`src/rtl/fp_tag_stack_pkg.sv`:
```
package fp_tag_stack_pkg;
  localparam int EXP_W  = 15;
  localparam int SIG_W  = 64;
  localparam int WORD_W = 1 + EXP_W + SIG_W;

  typedef enum logic [1:0] {
    TAG_VALID   = 2'b00,
    TAG_ZERO    = 2'b01,
    TAG_SPECIAL = 2'b10,
    TAG_EMPTY   = 2'b11
  } tag_e;

  typedef enum logic [2:0] {
    OP_PUSH  = 3'd0,
    OP_POP   = 3'd1,
    OP_WRITE = 3'd2,
    OP_READ  = 3'd3,
    OP_LDTAG = 3'd4
  } op_e;
endpackage

```
`src/rtl/fts_classify.sv`:
```
module fts_classify
  import fp_tag_stack_pkg::*;
#(
  parameter int EW = EXP_W,
  parameter int SW = SIG_W
) (
  input  logic [EW+SW-1:0] value,
  output logic [1:0]       tag
);
  logic [EW-1:0] expo;
  logic [SW-1:0] sig;
  logic          exp_ones, exp_zero, sig_zero;

  assign expo     = value[EW+SW-1:SW];
  assign sig      = value[SW-1:0];
  assign exp_ones = &expo;
  assign exp_zero = ~|expo;
  assign sig_zero = ~|sig;

  // classification of an incoming value
  always_comb begin
    if (exp_ones)                  tag = TAG_SPECIAL;
    else if (exp_zero && sig_zero) tag = TAG_ZERO;
    else if (exp_zero)             tag = TAG_SPECIAL;
    else                           tag = TAG_VALID;
  end
endmodule

```
`src/rtl/fts_regfile.sv`:
```
module fts_regfile
  import fp_tag_stack_pkg::*;
#(
  parameter int DEPTH = 8,
  parameter int WW    = WORD_W,
  localparam int IW   = $clog2(DEPTH),
  localparam int TW   = 2 * DEPTH
) (
  input  logic          clk,
  input  logic          rst_n,
  input  logic          wr_en,
  input  logic [IW-1:0] wr_slot,
  input  logic [WW-1:0] wr_data,
  input  logic [1:0]    wr_tag,
  input  logic          clr_en,
  input  logic [IW-1:0] clr_slot,
  input  logic          ld_en,
  input  logic [TW-1:0] ld_tags,
  input  logic [IW-1:0] rd_slot,
  output logic [WW-1:0] rd_data,
  output logic [1:0]    rd_tag,
  output logic [TW-1:0] tags_out
);
  logic [DEPTH-1:0][WW-1:0] regs;
  logic [DEPTH-1:0][1:0]    tags;
  logic [DEPTH-1:0]         we, ce;

  genvar g;
  generate
    for (g = 0; g < DEPTH; g++) begin : g_ent
      assign we[g] = wr_en  && (wr_slot  == IW'(g));
      assign ce[g] = clr_en && (clr_slot == IW'(g));

      always_ff @(posedge clk) begin
        if (!rst_n) begin
          regs[g] <= '0;
          tags[g] <= TAG_EMPTY;
        end else begin
          if (we[g]) regs[g] <= wr_data;
          if (ld_en)      tags[g] <= ld_tags[2*g +: 2];
          else if (we[g]) tags[g] <= wr_tag;
          else if (ce[g]) tags[g] <= TAG_EMPTY;
        end
      end
    end
  endgenerate

  assign rd_data  = regs[rd_slot];
  assign rd_tag   = tags[rd_slot];
  assign tags_out = tags;
endmodule

```
`src/rtl/fts_ctrl.sv`:
```
module fts_ctrl
  import fp_tag_stack_pkg::*;
#(
  parameter int DEPTH = 8,
  localparam int IW   = $clog2(DEPTH)
) (
  input  logic          clk,
  input  logic          rst_n,
  input  logic          fire,
  input  logic [2:0]    op,
  input  logic [IW-1:0] idx,
  input  logic [1:0]    sel_tag,
  output logic [IW-1:0] sel_slot,
  output logic          wr_en,
  output logic          clr_en,
  output logic          ld_en,
  output logic          rd_en,
  output logic [IW-1:0] top,
  output logic          ovf_q,
  output logic          unf_q,
  output logic          inv_q
);
  logic ovf, unf;
  logic sel_empty;

  assign sel_empty = (sel_tag == TAG_EMPTY);

  always_comb begin
    sel_slot = top;
    ovf      = 1'b0;
    unf      = 1'b0;
    wr_en    = 1'b0;
    clr_en   = 1'b0;
    ld_en    = 1'b0;
    rd_en    = 1'b0;
    case (op)
      OP_PUSH: begin
        sel_slot = top - IW'(1);
        ovf      = fire && !sel_empty;
        wr_en    = fire && sel_empty;
      end
      OP_POP: begin
        unf      = fire && sel_empty;
        clr_en   = fire && !sel_empty;
      end
      OP_WRITE: begin
        sel_slot = top + idx;
        wr_en    = fire;
      end
      OP_READ: begin
        sel_slot = top + idx;
        unf      = fire && sel_empty;
        rd_en    = fire && !sel_empty;
      end
      OP_LDTAG: ld_en = fire;
      default: ;
    endcase
  end

  always_ff @(posedge clk) begin
    if (!rst_n) begin
      top   <= '0;
      ovf_q <= 1'b0;
      unf_q <= 1'b0;
      inv_q <= 1'b0;
    end else begin
      if (wr_en && op == OP_PUSH) top <= top - IW'(1);
      else if (clr_en)            top <= top + IW'(1);
      ovf_q <= ovf;
      unf_q <= unf;
      inv_q <= ovf || unf;
    end
  end
endmodule

```
`src/rtl/fts_rsp.sv`:
```
module fts_rsp
  import fp_tag_stack_pkg::*;
#(
  parameter int WW = WORD_W
) (
  input  logic          clk,
  input  logic          rst_n,
  input  logic          load,
  input  logic [WW-1:0] data_in,
  input  logic [1:0]    tag_in,
  input  logic          rsp_ready,
  output logic          rsp_valid,
  output logic [WW-1:0] rsp_data,
  output logic [1:0]    rsp_tag,
  output logic          take_ok
);
  // a held response blocks new commands
  assign take_ok = !rsp_valid || rsp_ready;

  always_ff @(posedge clk) begin
    if (!rst_n) begin
      rsp_valid <= 1'b0;
      rsp_data  <= '0;
      rsp_tag   <= TAG_EMPTY;
    end else if (load) begin
      rsp_valid <= 1'b1;
      rsp_data  <= data_in;
      rsp_tag   <= tag_in;
    end else if (rsp_ready) begin
      rsp_valid <= 1'b0;
    end
  end
endmodule

```
`src/rtl/fp_tag_stack.sv`:
```
module fp_tag_stack
  import fp_tag_stack_pkg::*;
#(
  parameter int DEPTH = 8,
  localparam int IW   = $clog2(DEPTH),
  localparam int TW   = 2 * DEPTH
) (
  input  logic              clk,
  input  logic              rst_n,
  input  logic              cmd_valid,
  output logic              cmd_ready,
  input  logic [2:0]        cmd_op,
  input  logic [IW-1:0]     cmd_idx,
  input  logic [WORD_W-1:0] cmd_data,
  input  logic [TW-1:0]     cmd_tags,
  output logic              rsp_valid,
  input  logic              rsp_ready,
  output logic [WORD_W-1:0] rsp_data,
  output logic [1:0]        rsp_tag,
  output logic [IW-1:0]     top_ptr,
  output logic [TW-1:0]     tag_word,
  output logic              fault_overflow,
  output logic              fault_underflow,
  output logic              fault_invalid
);
  logic              fire;
  logic [IW-1:0]     sel_slot;
  logic [1:0]        sel_tag, new_tag;
  logic [WORD_W-1:0] sel_data;
  logic              wr_en, clr_en, ld_en, rd_en;

  assign fire = cmd_valid && cmd_ready;

  fts_classify #(.EW(EXP_W), .SW(SIG_W)) u_cls (
    .value (cmd_data[EXP_W+SIG_W-1:0]),
    .tag   (new_tag)
  );

  fts_ctrl #(.DEPTH(DEPTH)) u_ctrl (
    .clk      (clk),
    .rst_n    (rst_n),
    .fire     (fire),
    .op       (cmd_op),
    .idx      (cmd_idx),
    .sel_tag  (sel_tag),
    .sel_slot (sel_slot),
    .wr_en    (wr_en),
    .clr_en   (clr_en),
    .ld_en    (ld_en),
    .rd_en    (rd_en),
    .top      (top_ptr),
    .ovf_q    (fault_overflow),
    .unf_q    (fault_underflow),
    .inv_q    (fault_invalid)
  );

  fts_regfile #(.DEPTH(DEPTH), .WW(WORD_W)) u_rf (
    .clk      (clk),
    .rst_n    (rst_n),
    .wr_en    (wr_en),
    .wr_slot  (sel_slot),
    .wr_data  (cmd_data),
    .wr_tag   (new_tag),
    .clr_en   (clr_en),
    .clr_slot (sel_slot),
    .ld_en    (ld_en),
    .ld_tags  (cmd_tags),
    .rd_slot  (sel_slot),
    .rd_data  (sel_data),
    .rd_tag   (sel_tag),
    .tags_out (tag_word)
  );

  fts_rsp #(.WW(WORD_W)) u_rsp (
    .clk       (clk),
    .rst_n     (rst_n),
    .load      (rd_en),
    .data_in   (sel_data),
    .tag_in    (sel_tag),
    .rsp_ready (rsp_ready),
    .rsp_valid (rsp_valid),
    .rsp_data  (rsp_data),
    .rsp_tag   (rsp_tag),
    .take_ok   (cmd_ready)
  );
endmodule

```
`config.mk`:
```
export PLATFORM = sky130hd
export DESIGN_NAME = fp_tag_stack
export DESIGN_NICKNAME = d
export VERILOG_FILES = /design/src/rtl/fp_tag_stack_pkg.sv /design/src/rtl/fts_classify.sv /design/src/rtl/fts_regfile.sv /design/src/rtl/fts_ctrl.sv /design/src/rtl/fts_rsp.sv /design/src/rtl/fp_tag_stack.sv
export SDC_FILE = /design/constraint.sdc
export NUM_CORES = 2
export LEC_CHECK = 0
export CORE_MARGIN = 5
export CORE_UTILIZATION = 60
export DETAILED_ROUTE_END_ITERATION = 10
export PLACE_DENSITY = 0.91
export SYNTH_ARGS = -nofsm -noshare
export SYNTH_HDL_FRONTEND = slang
export SYNTH_SLANG_ARGS = --single-unit
```
`constraint.sdc`:
```
create_clock -name clk -period 4.37 [get_ports clk]
set_clock_uncertainty 0.15 [all_clocks]
set_input_delay 0.874 -clock clk [delete_from_list [all_inputs] [get_ports clk]]
set_output_delay 0.874 -clock clk [all_outputs]
set_load 0.1 [all_outputs]
```
; ---- Word-level counts from Yosys, hierarchy flattened
; Cells that the tools add are included.
[totals]
elab_cells = 125
output_inout_bits = 106
inputBits = 106
regBits = 745
[classes]
reduce_logical = 44
eq_ne = 12
magnitude_cmp = 1
muxes = 42
n_addsub = 3
[ops]
columns = op, count
row1 = $bmux W80 S3, 1
row2 = $mux W80, 1
row3 = $reduce_or A64 Y1, 1
row4 = $mux W2, 28
row5 = $reduce_bool A3 Y1, 8
row6 = $logic_and A1 B1 Y1, 21
row7 = $eq A3 B3 Y1 const B, 5
row8 = $reduce_and A15 Y1, 1
row9 = $reduce_or A15 Y1, 1
row10 = $eq A3 B2 Y1 const B, 4
row11 = $mux W1, 7
row12 = $bmux W2 S3, 1
row13 = $eq A3 B1 Y1 const B, 2
row14 = $logic_not A3 Y1, 2
row15 = $mux W3, 2
row16 = $pmux W3 S2, 1
row17 = $logic_not A1 Y1, 4
row18 = $lt A3 B4 Y1 const B, 1
row19 = $reduce_bool A2 Y1, 2
row20 = $reduce_or A2 Y1, 2
row21 = $add A3 B1 Y3 const B, 1
row22 = $add A3 B3 Y3, 1
row23 = $sub A3 B1 Y3 const B, 1
row24 = $eq A2 B2 Y1 const B, 1
row25 = other kinds (2), 3

; ---- Longest topological paths before layout
[logic_depth]
ltp_word = 13
depth_mapped = 13
mapped_depth_nobuf = 10

; ---- Cells and area by module
; A second synthesis with hierarchy kept.
[hier_totals]
cells_unflattened = 3620
hier_area_um2 = 33623.5
[modules_own_cells]
columns = module, cells_per_inst, seq_area_each_um2, instances, area_each_um2
row1 = fts_regfile, 3255, 13132.6, 1, 29731.0
row2 = fts_rsp, 268, 1661.6, 1, 3199.3
row3 = fts_ctrl, 63, 120.1, 1, 476.7
row4 = fts_classify, 33, 0.0, 1, 210.2
row5 = fp_tag_stack, 1, 0.0, 1, 6.3

; ---- Worst setup path after synthesis
; Ideal clock, no wire load.
[synth_timing]
kind = register to register
start = register u_ctrl.top[0]
end = register u_ctrl.top[1]
required_time_ns = 4.100
path_buffers = 0
setup_ns = 0.120
stages_incl_launch_ff = 11
path_slack_ns = 0.416
period_less_slack_ns = 3.954
arrival_time_ns = 3.684
cell_sequence = dfxtp_1 -> ha_1 -> inv_1 -> fa_1 -> a22oi_2 -> o22ai_2 -> mux4_2 -> o21ai_4 -> a21oi_1 -> mux2_1 -> o31a_1
[synth_between]
elab_chain_len = 9
word_cells_on_any_way = 16
classes_between = 3 x add/sub / 1 x eq/ne / 7 x mux / 5 x reduce/logical
[synth_lines]
columns = element, line_no
row1 = start: declaration, fts_ctrl.sv:18  ; output logic [IW-1:0] top,
row2 = start signal: assignment, fts_ctrl.sv:67  ; if (wr_en && op == OP_PUSH) top <= top - IW'(1);
row3 = start signal: assignment, fts_ctrl.sv:68  ; else if (clr_en) top <= top + IW'(1);
row4 = $add A3 B3 Y3 / $sub A3 B1 Y3 (equally long branches), n/a
row5 = $pmux W3 S2, fts_ctrl.sv:36  ; case (op)
row6 = $bmux W2 S3, fts_regfile.sv:49  ; assign rd_tag = tags[rd_slot];
row7 = $mux W2 (implied by the code), fts_regfile.sv:49
row8 = $eq A2 B2 Y1, fts_ctrl.sv:26  ; assign sel_empty = (sel_tag == TAG_EMPTY);
row9 = $logic_and A1 B1 Y1 / $logic_not A1 Y1 (equally long branches), "fts_ctrl.sv:40, fts_ctrl.sv:44"
row10 = $pmux W1 S2 / $logic_and A1 B1 Y1 (equally long branches), "fts_ctrl.sv:36, fts_ctrl.sv:44"
row11 = $logic_and A1 B1 Y1 / $mux W1 (equally long branches), "fts_ctrl.sv:67, fts_ctrl.sv:36"
row12 = $mux W3 / $reduce_bool A2 Y1 (equally long branches), n/a
; Several ways; a longest one is shown, not always the timed one. The select of a mux whose other input is x is not followed.
; A chain may end at the register's enable or synchronous reset.

; ---- Worst setup path after layout
[layout_timing]
start = input cmd_idx[0]
end = register u_rf.regs[525] (netlist name)
[layout_between]
elab_chain_len = 8
word_cells_on_any_way = 9
classes_between = 1 x add/sub / 2 x eq/ne / 4 x mux / 2 x reduce/logical
[layout_lines]
columns = element, line_no
row1 = start: declaration, fp_tag_stack.sv:13  ; input logic [IW-1:0] cmd_idx,
row2 = $add A3 B3 Y3 (*), "fts_ctrl.sv:47, fts_ctrl.sv:51"
row3 = $pmux W3 S2 (*), fts_ctrl.sv:36
row4 = $bmux W2 S3, fts_regfile.sv:49
row5 = $mux W2 (implied by the code), fts_regfile.sv:49
row6 = $eq A2 B2 Y1, fts_ctrl.sv:26
row7 = $logic_and A1 B1 Y1, fts_ctrl.sv:40  ; wr_en = fire && sel_empty;
row8 = $pmux W1 S2, fts_ctrl.sv:36
row9 = $logic_and A1 B1 Y1 (*), fts_regfile.sv:31  ; assign we[g] = wr_en && (wr_slot == IW'(g));
row10 = end signal: indexed assignment, fts_regfile.sv:39  ; if (we[g]) regs[g] <= wr_data;
row11 = end: declaration, fts_regfile.sv:24  ; logic [DEPTH-1:0][WW-1:0] regs;
; Mark *: on every way between the ends. The rest lies on a longest branch, timed or not. The select of a mux whose other input is x is not followed.

==> impl_results.html <==
<table>
<tr><th>Metric</th><th>Value</th></tr>
<tr><th colspan="2">Run status</th></tr>
<tr><td>Status</td><td>finished clean</td></tr>
<tr><th colspan="2">GRT</th></tr>
<tr><td>Global-route wire length before repair</td><td>158 mm</td></tr>
<tr><td>Initial antenna violation count</td><td>6</td></tr>
<tr><td>Number of global-route vias before repair</td><td>29.1k</td></tr>
<tr><td>Maximum number of pins on one net before global-route repair</td><td>164</td></tr>
<tr><td>Overall overflow remaining after global route</td><td>0</td></tr>
<tr><td>Global-route usage over all layers</td><td>32.7%</td></tr>
<tr><th colspan="2">Timing</th></tr>
<tr><td>Shortest period the worst path allows</td><td>about 4100 ps</td></tr>
<tr><td>Fin crit share</td><td>93.6%</td></tr>
<tr><td>Worst slew slack as a fraction of its limit</td><td>22.7%</td></tr>
<tr><td>Final slew viol count</td><td>0</td></tr>
<tr><td>Worst slew pin tran</td><td>~1200 ps</td></tr>
<tr><td>Summed negative setup slack over all endpoints</td><td>0 ps</td></tr>
<tr><td>Final setup fails</td><td>0</td></tr>
<tr><td>Highest clock rate</td><td>245 MHz</td></tr>
<tr><td>Number of endpoints with negative hold slack in the final report</td><td>0</td></tr>
<tr><td>Unrepaired setup endpoints after global routing</td><td>false</td></tr>
<tr><td>Worst setup slack after layout</td><td>282 ps</td></tr>
<tr><th colspan="2">Die</th></tr>
<tr><td>Die Span X</td><td>246 um</td></tr>
<tr><td>Placeable core area</td><td>55,000 um^2</td></tr>
<tr><td>Std-Cell Rows</td><td>86</td></tr>
<tr><td>DIE AREA</td><td>approximately 60,000 um^2</td></tr>
<tr><td>Ports placed on the boundary</td><td>212</td></tr>
<tr><td>Die Ht</td><td>246 um</td></tr>
<tr><td>Initial standard-cell utilization of the core</td><td>between 60 and 70%</td></tr>
<tr><th colspan="2">Synthesis</th></tr>
<tr><td>Number of synthesis warnings</td><td>0</td></tr>
<tr><td>Top-count cell post-synth</td><td>nand2_1</td></tr>
<tr><td>Number of synthesized flops with an enable pin</td><td>0</td></tr>
<tr><td>Netlist cell types</td><td>61</td></tr>
<tr><td>Fraction of registers with async set or reset after synthesis</td><td>0%</td></tr>
<tr><td>Synth Register Bits</td><td>745</td></tr>
<tr><td>Number of standard cells after synthesis</td><td>between 3k and 4k</td></tr>
<tr><td>Sequential area share after synthesis</td><td>44.8%</td></tr>
<tr><td>Syn Area/Cell</td><td>8.88 um^2</td></tr>
<tr><td>Synth top cells by count</td><td>1,460 x nand2_1, 745 x dfxtp_1, 640 x a21boi_1, 223 x clkbuf_1, 166 x mux4_2</td></tr>
<tr><td>Cell area after technology mapping</td><td>about 33,000 um^2</td></tr>
<tr><td>Most used DFF post-synth</td><td>dfxtp_1</td></tr>
<tr><td>Net count of the mapped netlist</td><td>3,859</td></tr>
<tr><td>Post-synth top area cell</td><td>dfxtp_1</td></tr>
<tr><td>Share of Yosys cell area claimed by the top area cell type</td><td>44.8%</td></tr>
<tr><td>Cells taking the most area after synthesis</td><td>dfxtp_1 45%, nand2_1 16%, a21boi_1 14%</td></tr>
<tr><th colspan="2">Final layout</th></tr>
<tr><td>Number of nets in the final layout</td><td>3,931</td></tr>
<tr><td>Final std cell area, no fill</td><td>between 30,000 and 40,000 um^2</td></tr>
<tr><td>Number of filler instances in the final layout</td><td>3,649</td></tr>
<tr><td>Layout-stage area growth over the synthesis result</td><td>17.0%</td></tr>
<tr><td>Fraction of layout cells with a size suffix above 1</td><td>approximately 12%</td></tr>
<tr><td>Util after Layout</td><td>about 71%</td></tr>
<tr><th colspan="2">Worst setup path</th></tr>
<tr><td>Critical Path Max Stage Delay</td><td>640 ps</td></tr>
<tr><td>Crit Path Class</td><td>input pin to flop</td></tr>
<tr><td>Sequence of cells on the critical path</td><td>clkdlybuf4s50_1 -&gt; ha_1 -&gt; inv_1 -&gt; fa_1 -&gt; a22oi_2 -&gt; o22ai_2 -&gt; mux4_2 -&gt; a21oi_2 -&gt; nor3_2 -&gt; buf_4 -&gt; nand2_1 -&gt; a21boi_1</td></tr>
<tr><td>CP max FO</td><td>48</td></tr>
<tr><td>Endpoint kind of the worst setup timing path</td><td>flop</td></tr>
<tr><td>Critical Path AT</td><td>4470 ps</td></tr>
<tr><td>Cell family with the largest share of critical-path delay</td><td>buffers and inverters</td></tr>
<tr><td>WP data required</td><td>~4800 ps</td></tr>
<tr><td>Buf/Inv on CP</td><td>3</td></tr>
<tr><td>Slowest stage cell, crit path</td><td>buf_4</td></tr>
<tr><td>Setup crit start kind</td><td>input pin</td></tr>
<tr><th colspan="2">Clock network</th></tr>
<tr><td>CTS tree</td><td>yes</td></tr>
<tr><td>Hold-fix buffer count after cts</td><td>0</td></tr>
<tr><td>Number of gates given a new drive strength after cts</td><td>0</td></tr>
<tr><td>Number of buffers added for setup after CTS</td><td>0</td></tr>
<tr><td>Sinks on the clock net</td><td>745</td></tr>
<tr><td>CTS Buf Count</td><td>73</td></tr>
<tr><td>CTS Buffer Depth</td><td>3</td></tr>
<tr><td>Number of levels in the clock H-tree</td><td>3</td></tr>
<tr><td>CTS clock-pin slew for the worst setup and hold paths</td><td>approximately 60 ps</td></tr>
<tr><td>Root buf cell</td><td>clkbuf_16</td></tr>
<tr><td>Clock Latency Late Sink</td><td>around 630 ps</td></tr>
<tr><th colspan="2">Placed design</th></tr>
<tr><td>Routability congestion estimate</td><td>about 0.94</td></tr>
<tr><td>Number of buffer cells added on primary ports</td><td>about 210</td></tr>
<tr><td>Placed instance area</td><td>36,500 um^2</td></tr>
<tr><td>Detailed-placement wirelength estimate</td><td>61.5 mm</td></tr>
<tr><td>Post-placement worst setup slack</td><td>-90.7 ps</td></tr>
<tr><th colspan="2">Pwr</th></tr>
<tr><td>Power Dens Cells</td><td>383 nW/um^2</td></tr>
<tr><td>VDD IR-drop max</td><td>0.314 mV</td></tr>
<tr><td>Leak</td><td>13.9 nW</td></tr>
<tr><th colspan="2">Drt</th></tr>
<tr><td>Via count</td><td>29.3k</td></tr>
<tr><td>DR DRC count</td><td>0</td></tr>
<tr><td>Average wire per cell in the routed design</td><td>22.0 um</td></tr>
<tr><td>TritonRoute pass-1 iters</td><td>8</td></tr>
<tr><td>WL final</td><td>about 100 mm</td></tr>
<tr><td>Vias per Instance</td><td>~6.3</td></tr>
<tr><td>Iteration-0 DRC count of the detailed router</td><td>~4.0k</td></tr>
<tr><td>Number of nets still failing antenna checks after routing</td><td>0</td></tr>
<tr><th colspan="2">Run</th></tr>
<tr><td>Count of maximum capacitance violations</td><td>0</td></tr>
<tr><th colspan="2">Worst hold path</th></tr>
<tr><td>Worst hold path type</td><td>flop to flop</td></tr>
</table>
-- logic make-up after synthesis --
family	Yosys count	synth area share [%]
simple gates	1647	19.7
compound gates	793	18.5
flops	745	44.8
buf+inv	390	5.51
mux	169	11.3
fa+ha+maj	4	0.173
xor+xnor	1	0.0263
-- sequential cells by signal, indices dropped and copies added, names as in the netlist --
signal           flops
u_rsp.rsp_valid      1
u_rf.tags_out       16
u_rsp.rsp_tag        2
u_ctrl.unf_q         1
u_rsp.rsp_data      80
u_ctrl.ovf_q         1
u_rf.regs          640
u_ctrl.inv_q         1
u_ctrl.top           3
-- final timing paths --
path / from / endpoint / slack [ps] / depth (start not counted)
worst max-delay path: cmd_idx[0] / u_rf.regs[525]$_SDFFE_PN0P_ / 280 / 12
worst min-delay path: u_rf.regs[300]$_SDFFE_PN0P_ / u_rf.regs[300]$_SDFFE_PN0P_ / 300 / 2
worst max register to register: u_ctrl.top[0]$_SDFFE_PN0P_ / u_rf.regs[525]$_SDFFE_PN0P_ / 470 / 11
worst min register to register: u_rf.regs[300]$_SDFFE_PN0P_ / u_rf.regs[300]$_SDFFE_PN0P_ / 300 / 2
-- tightest hold or removal path: cells and delay by family, from the launching register on --
family | cells | cell delay (ps)
DFF | 1 | 300
and+or+nand+nor | 1 | 50
AOI/OAI and AO/OA | 1 | 50
-- per-layer routing --
metal  up-vias  global-route usage (%)  part of all wire, %  routed length, um
met4         8                    18.1                  5.7               5800
met1     14060                    41.1                   36              37000
li1      12784                       -                    -                  -
met2      1965                    51.4                   46              46500
met3       433                    8.64                   12              12300
met5         -                       0                0.041                 42
-- through the flow --
stage | hold slack, ps | instances | power (W)
finish | 299 | 4623 | 0.0149
global route | 316 | 4622 | 0.0153
CTS | 300 | 4621 | 0.0149
detailed placement | 292 | 4494 | 0.00861
global placement | 287 | 4494 | 0.00859
floorplan | 282 | 3749 | 0.00808
-- layout by cell type (no fill, tap or decap), types with 3 or more instances in the layout --
cell type / Yosys / routed
clkinv_2: 0 / 5
clkdlybuf4s50_1: 0 / 209
dfxtp_1: 745 / 745
mux4_2: 166 / 166
nand4_1: 10 / 10
nand2_1: 1460 / 1460
clkbuf_8: 0 / 16
nand3_1: 90 / 86
ha_1: 3 / 3
nor3_2: 0 / 4
o21ai_1: 16 / 16
o211a_1: 80 / 80
o22ai_1: 16 / 16
bufinv_16: 0 / 4
nor2_1: 21 / 21
nor3_4: 4 / 4
nor3_1: 13 / 9
o31a_1: 3 / 3
buf_4: 12 / 113
a21boi_1: 640 / 640
inv_1: 14 / 14
clkbuf_16: 0 / 78
a2111oi_0: 6 / 6
nand3_4: 0 / 8
buf_12: 0 / 50
clkbuf_1: 223 / 22
a211oi_1: 4 / 4
nor4_1: 27 / 27
a21oi_1: 4 / 4
-- cell type report --
type | instances | area, um^2 | share of cell area [%]
tap | 748 | 936 | 2.40
inverter | 14 | 52.6 | 0.135
multi-input combinational | 2614 | 16700 | 42.8
sequential | 745 | 14900 | 38.3
clock buffer | 116 | 2250 | 5.79
timing repair buffer | 373 | 3960 | 10.2
clock inverter | 11 | 169 | 0.434
antenna | 2 | 5.00 | 0.0128
-- power breakdown --
group,internal (W),total [W],switching (W)
Clock,0.00377,0.00644,0.00267
Sequential,0.00687,0.00693,0.0000564
Combinational,0.000583,0.00157,0.000986
No activity file was read; power rests on OpenSTA's default activity.
